`config.mk`:
```
export PLATFORM = sky130hd
export DESIGN_NAME = hp_slot_rst_led_seq
export DESIGN_NICKNAME = d
export VERILOG_FILES = /design/src/rtl/hp_seq_pkg.sv /design/src/rtl/hp_reset_sync.sv /design/src/rtl/hp_bit_sync.sv /design/src/rtl/hp_seq_fsm.sv /design/src/rtl/hp_out_regs.sv /design/src/rtl/hp_slot_rst_led_seq.sv
export SDC_FILE = /design/constraint.sdc
export NUM_CORES = 1
export LEC_CHECK = 0
export ABC_AREA = 1
export CAP_MARGIN = 10
export CORE_AREA = 2 2 39 41
export DETAILED_ROUTE_END_ITERATION = 8
export DIE_AREA = 0 0 41 43
export SETUP_SLACK_MARGIN = 0.02
export SLEW_MARGIN = 20
export SYNTH_ARGS = -nofsm -noshare
export SYNTH_HDL_FRONTEND = slang
export SYNTH_SLANG_ARGS = --single-unit
```
`constraint.sdc`:
```
create_clock -name clk -period 0.95 [get_ports clk]
set_clock_uncertainty 0.1 [all_clocks]
set_input_delay 0.19 -clock clk [delete_from_list [all_inputs] [get_ports clk]]
set_output_delay 0.19 -clock clk [all_outputs]
set_load 0.02 [all_outputs]
```
`src/rtl/hp_seq_pkg.sv`:
```
package hp_seq_pkg;

    typedef enum logic [1:0] {
        ST_WAIT_RESET  = 2'd0,
        ST_WAIT_CONFIG = 2'd1,
        ST_WAIT_LATCH  = 2'd2,
        ST_RUN         = 2'd3
    } hp_state_e;

    // Idle levels of the active-low slot outputs
    localparam logic SLOT_HELD   = 1'b0;
    localparam logic LED_DARK    = 1'b1;
    localparam logic ENABLE_IDLE = 1'b1;

endpackage

```
`src/rtl/hp_reset_sync.sv`:
```
// Asynchronous assertion, synchronous release; STAGES must be 2 or more.
module hp_reset_sync #(
    parameter int STAGES = 2
) (
    input  logic clk,
    input  logic arst_n,
    output logic srst_n
);
    localparam int TOP = STAGES - 1;

    logic [TOP:0] chain;

    always_ff @(posedge clk or negedge arst_n) begin
        if (!arst_n) begin
            chain <= '0;
        end else begin
            chain <= {chain[TOP-1:0], 1'b1};
        end
    end

    assign srst_n = chain[TOP];
endmodule

```
`src/rtl/hp_bit_sync.sv`:
```
// Multi-flop synchronizer for a level input; STAGES must be 2 or more.
module hp_bit_sync #(
    parameter int   STAGES    = 2,
    parameter logic RESET_VAL = 1'b1
) (
    input  logic clk,
    input  logic rst_n,
    input  logic din,
    output logic dout
);
    localparam int TOP = STAGES - 1;

    logic [TOP:0] chain;

    always_ff @(posedge clk or negedge rst_n) begin
        if (!rst_n) begin
            chain <= {STAGES{RESET_VAL}};
        end else begin
            chain <= {chain[TOP-1:0], din};
        end
    end

    assign dout = chain[TOP];
endmodule

```
`src/rtl/hp_seq_fsm.sv`:
```
module hp_seq_fsm
    import hp_seq_pkg::*;
(
    input  logic      clk,
    input  logic      rst_n,
    input  logic      cfg_done,
    input  logic      eeprom_blank,
    input  logic      latch_closed,
    input  logic      pwrctl_present,
    input  logic      ctl_slot_reset,
    output hp_state_e state,
    output logic      released,
    output logic      release_now
);
    hp_state_e state_nx;
    logic      ctl_honoured;
    logic      latch_release;

    // Software control is honoured without a power controller, or after release
    assign ctl_honoured  = !pwrctl_present || released;
    assign release_now   = (state == ST_RUN) && ctl_honoured && !ctl_slot_reset;
    assign latch_release = (state == ST_WAIT_LATCH) && latch_closed;

    always_comb begin
        state_nx = state;
        unique case (state)
            ST_WAIT_RESET:  state_nx = ST_WAIT_CONFIG;
            ST_WAIT_CONFIG: begin
                if (cfg_done) begin
                    state_nx = eeprom_blank ? ST_WAIT_LATCH : ST_RUN;
                end
            end
            ST_WAIT_LATCH:  begin
                if (latch_closed) begin
                    state_nx = ST_RUN;
                end
            end
            ST_RUN:         state_nx = ST_RUN;
            default:        state_nx = ST_WAIT_RESET;
        endcase
    end

    always_ff @(posedge clk or negedge rst_n) begin
        if (!rst_n) begin
            state <= ST_WAIT_RESET;
        end else begin
            state <= state_nx;
        end
    end

    // Sticky mark: the slot has left reset at least once since upstream reset
    always_ff @(posedge clk or negedge rst_n) begin
        if (!rst_n) begin
            released <= 1'b0;
        end else if (release_now || latch_release) begin
            released <= 1'b1;
        end
    end
endmodule

```
`src/rtl/hp_out_regs.sv`:
```
module hp_out_regs
    import hp_seq_pkg::*;
(
    input  logic      clk,
    input  logic      rst_n,
    input  hp_state_e state,
    input  logic      released,
    input  logic      release_now,
    input  logic      ind_present,
    output logic      slot_rst_n,
    output logic      pwr_led_n
);
    logic led_on;

    assign led_on = (state == ST_RUN) && ind_present && (released || release_now);

    always_ff @(posedge clk or negedge rst_n) begin
        if (!rst_n) begin
            slot_rst_n <= SLOT_HELD;
            pwr_led_n  <= LED_DARK;
        end else begin
            slot_rst_n <= release_now ? ~SLOT_HELD : SLOT_HELD;
            pwr_led_n  <= led_on ? ~LED_DARK : LED_DARK;
        end
    end
endmodule

```
`src/rtl/hp_slot_rst_led_seq.sv`:
```
module hp_slot_rst_led_seq
    import hp_seq_pkg::*;
#(
    parameter int SYNC_STAGES = 2
) (
    input  logic clk,
    input  logic up_rst_n,
    input  logic cfg_done,
    input  logic cap_pwrctl_present,
    input  logic cap_ind_present,
    input  logic ctl_slot_reset,
    input  logic eeprom_blank,
    input  logic latch_sense_n,
    output logic slot_rst_n,
    output logic pwr_led_n,
    output logic pwr_en_n,
    output logic clk_en_n
);
    logic      rst_sync_n;
    logic      latch_sync_n;
    logic      latch_closed;
    hp_state_e state;
    logic      released;
    logic      release_now;

    hp_reset_sync #(.STAGES(SYNC_STAGES)) u_rst_sync (
        .clk    (clk),
        .arst_n (up_rst_n),
        .srst_n (rst_sync_n)
    );

    hp_bit_sync #(.STAGES(SYNC_STAGES), .RESET_VAL(1'b1)) u_latch_sync (
        .clk   (clk),
        .rst_n (rst_sync_n),
        .din   (latch_sense_n),
        .dout  (latch_sync_n)
    );

    assign latch_closed = ~latch_sync_n;

    hp_seq_fsm u_fsm (
        .clk            (clk),
        .rst_n          (rst_sync_n),
        .cfg_done       (cfg_done),
        .eeprom_blank   (eeprom_blank),
        .latch_closed   (latch_closed),
        .pwrctl_present (cap_pwrctl_present),
        .ctl_slot_reset (ctl_slot_reset),
        .state          (state),
        .released       (released),
        .release_now    (release_now)
    );

    hp_out_regs u_out (
        .clk         (clk),
        .rst_n       (rst_sync_n),
        .state       (state),
        .released    (released),
        .release_now (release_now),
        .ind_present (cap_ind_present),
        .slot_rst_n  (slot_rst_n),
        .pwr_led_n   (pwr_led_n)
    );

    // This path never runs the power controller handshake
    assign pwr_en_n = ENABLE_IDLE;
    assign clk_en_n = ENABLE_IDLE;
endmodule

```
==> metrics.cfg, run 1 <==
[status]
status=complete, but fails checks
violations=setup timing

[logic_synthesis]
yosys.area.top_type=dfrtp_1
syn_avg_cell_area_sq_um=10.3
ys_seq_area_frac=0.656
yosysWarnings=0
yosysUniqueCellTypes=13
yosysTopAreaCellShare=0.430
syn_inst=34
synth_area_sq_um=349
netlist_top_cells_area=dfrtp_1 43%, dfstp_2 23%, inv_1 7.5%
ys_seq_elements=9

[setup_path]
worst_ep_required_time_ns=0.66
r2r-end=u_out.pwr_led_n
critical_path.max_stage_delay_ns=0.53
cpMaxStageDelayCell=dfstp_2
crit_fanout=1
cp-end-kind=output pin
reg2regPathDepth=5
r2r_start=u_fsm.state[1]
rrSetupSlack_ns=0.01
worst-path-buf-inv=1
startpoint_type=register
path_cells=buf_6
path_class=reg2out
critPathTopFamily=flip-flops
arrival_ns=0.88

[route]
post-route-drc-count=0
ant_nets=0
vias=247
routed_wl_um=531
drtIter0Drc=6
drt_pass1_iterations=4
avgRoutedWirePerCell_um=8.30
vias_per_cell=3.86

[floorplanning]
dieArea_sq_um=1760
die-width_um=41
core.rowCount=14
core-area_sq_um=1380
io_pins=12
die_h_um=43
initial_utilization=0.252

[finish]
fillers=158
multi_input_area_sq_um=108
instances_no_fill=64
design_area_sq_um=515
utilization=0.373
layout.nets=57
syn2layout_area_growth_pct=47.7
register_area_sq_um=229
drive_gt1_frac=0.375
diodes=0

[sta]
fin_ws_ns=-0.224
hold_viol=0
max_freq_mhz=852
post-route-min-period_ns=1.17
setup_viol=2
slew_violations=0
period_share=1.24
hold_ws_ns=0.00409
rsz0062_at_grt=true

[run]
maxCapViolations=0

[place]
hpwl_um=364
port_buffers=9
dp_slack_ns=-0.428
gp_congestion=0.630
placed_area_sq_um=452
dp.cells=59

[worst_hold_path]
hold_path.class=reg2async

[power]
p_per_area_nw_per_um2=1480
ir_worst_vdd_uv=1230
p_leak_uw=0.000243

[global_route]
grt_max_degree=8
grt_pass1_wl_um=745
globalRouteOverflowTotal=0
grt_pass1_vias=198
antenna_found_initial=0
gr-usage-all-layers=0.0704

[clock_tree]
cts-root-buf=clkbuf_4
cts_tree=built
path_clk_slew_ns=0.06
numCtsBuffers=3
cts_buffer_depth=2
clock_sinks=9
postCtsSetupRepairBufs=0
cts-htree-levels=1
clkLatencyLatePin_ns=0.25

==> cells by family (layout without fill, tap and decap cells) <==
group | count (synthesis) | count (layout) | synth area share
buf+inv | 10 | 22 | 0.129
simple gates | 13 | 13 | 0.190
flops | 9 | 9 | 0.656
other cells | 1 | 3 | 0.0107
compound gates | 1 | 1 | 0.0143
==> state kept, by name, indices dropped and copies added, names as in the netlist <==
register / count
u_fsm.released: 1
u_fsm.state: 2
u_out.slot_rst_n: 1
u_rst_sync.chain: 2
u_latch_sync.chain: 2
u_out.pwr_led_n: 1
==> per-stage QoR <==
stage | total power [uW] | setup TNS [ns]
final | 762 | -0.314
after global routing | 804 | -0.442
after CTS | 769 | -0.337
after detailed placement | 478 | -1.19
after global placement | 477 | -1.14
after floorplan | 443 | 0
==> final cells by class <==
class                      count  share of cell area
multi-input combinational     17               0.209
tap                           16              0.0388
inverter                       8              0.0583
clock buffer                   4              0.0510
timing repair buffer          10               0.199
sequential                     9               0.444
==> worst max-delay path by stage <==
| stage | startpoint | to | depth (start not counted) |
|---|---|---|---|
| floorplan | u_latch_sync.chain[1] | u_fsm.released | 2 |
| global placement | u_out.pwr_led_n | pwr_led_n | 1 |
| detailed placement | u_out.pwr_led_n | pwr_led_n | 1 |
| CTS | u_out.pwr_led_n | pwr_led_n | 1 |
| global route | u_out.pwr_led_n | pwr_led_n | 1 |
| finish | u_out.pwr_led_n | pwr_led_n | 1 |
==> cell usage after synthesis <==
master and n:
inv_1 7, nand2_2 1, nand3b_1 1, dfrtp_1 6, o21ai_0 1, dfstp_2 3, nand3_1 4, inv_2 1
nand2_1 5, nor2_1 1, buf_4 2, conb_1 1, nand3_2 1
==> layout by cell type, fill, tap and decap left out <==
cell type and n:
buf_6 2, clkbuf_1 1, clkbuf_4 3, clkdlybuf4s50_1 7, conb_1 3, dfrtp_1 6
dfstp_2 3, dlygate4sd3_1 1, inv_1 5, inv_2 3, nand2_1 2, nand2_2 4
nand3_1 2, nand3_2 2, nand3_4 1, nand3b_1 1, nor2_1 1, o21ai_0 1
==> timing repair <==
action	in CTS	in global routing
pin swaps	0	4
setup endpoints to repair	2	5
hold buffers	1	0
gates resized for setup	12	8
hold endpoints to repair	2	0
==> routing by layer <==
| layer | vias to the layer above | track usage | share of wire |
|---|---|---|---|
| li1 | 123 | - | - |
| met1 | 111 | 0.0814 | 0.38 |
| met2 | 13 | 0.0844 | 0.48 |
| met3 | 0 | 0.0785 | 0.14 |
| met4 | 0 | 0.0200 | 0 |
| met5 | - | 0 | 0 |
==> where the power goes <==
group          internal (uW)  switching (uW)  total, uW  leakage (uW)
combinational           41.9            28.0       69.9      0.000135
sequential               402            9.41        411     0.0000927
clock                    161             120        281     0.0000150
total                    604             158        762      0.000243
Power figures use the tool's default switching activity.
==> inputs of run 2 (changes only) <==
--- a/config.mk
+++ b/config.mk
@@ -6,7 +6,7 @@
 export NUM_CORES = 1
 export LEC_CHECK = 0
 export ABC_AREA = 1
-export CAP_MARGIN = 10
+export CAP_MARGIN = 0
 export CORE_AREA = 2 2 39 41
 export DETAILED_ROUTE_END_ITERATION = 8
 export DIE_AREA = 0 0 41 43
==> results of run 2 <==
Final layout, timing and power as in run 1 (identical DEF).
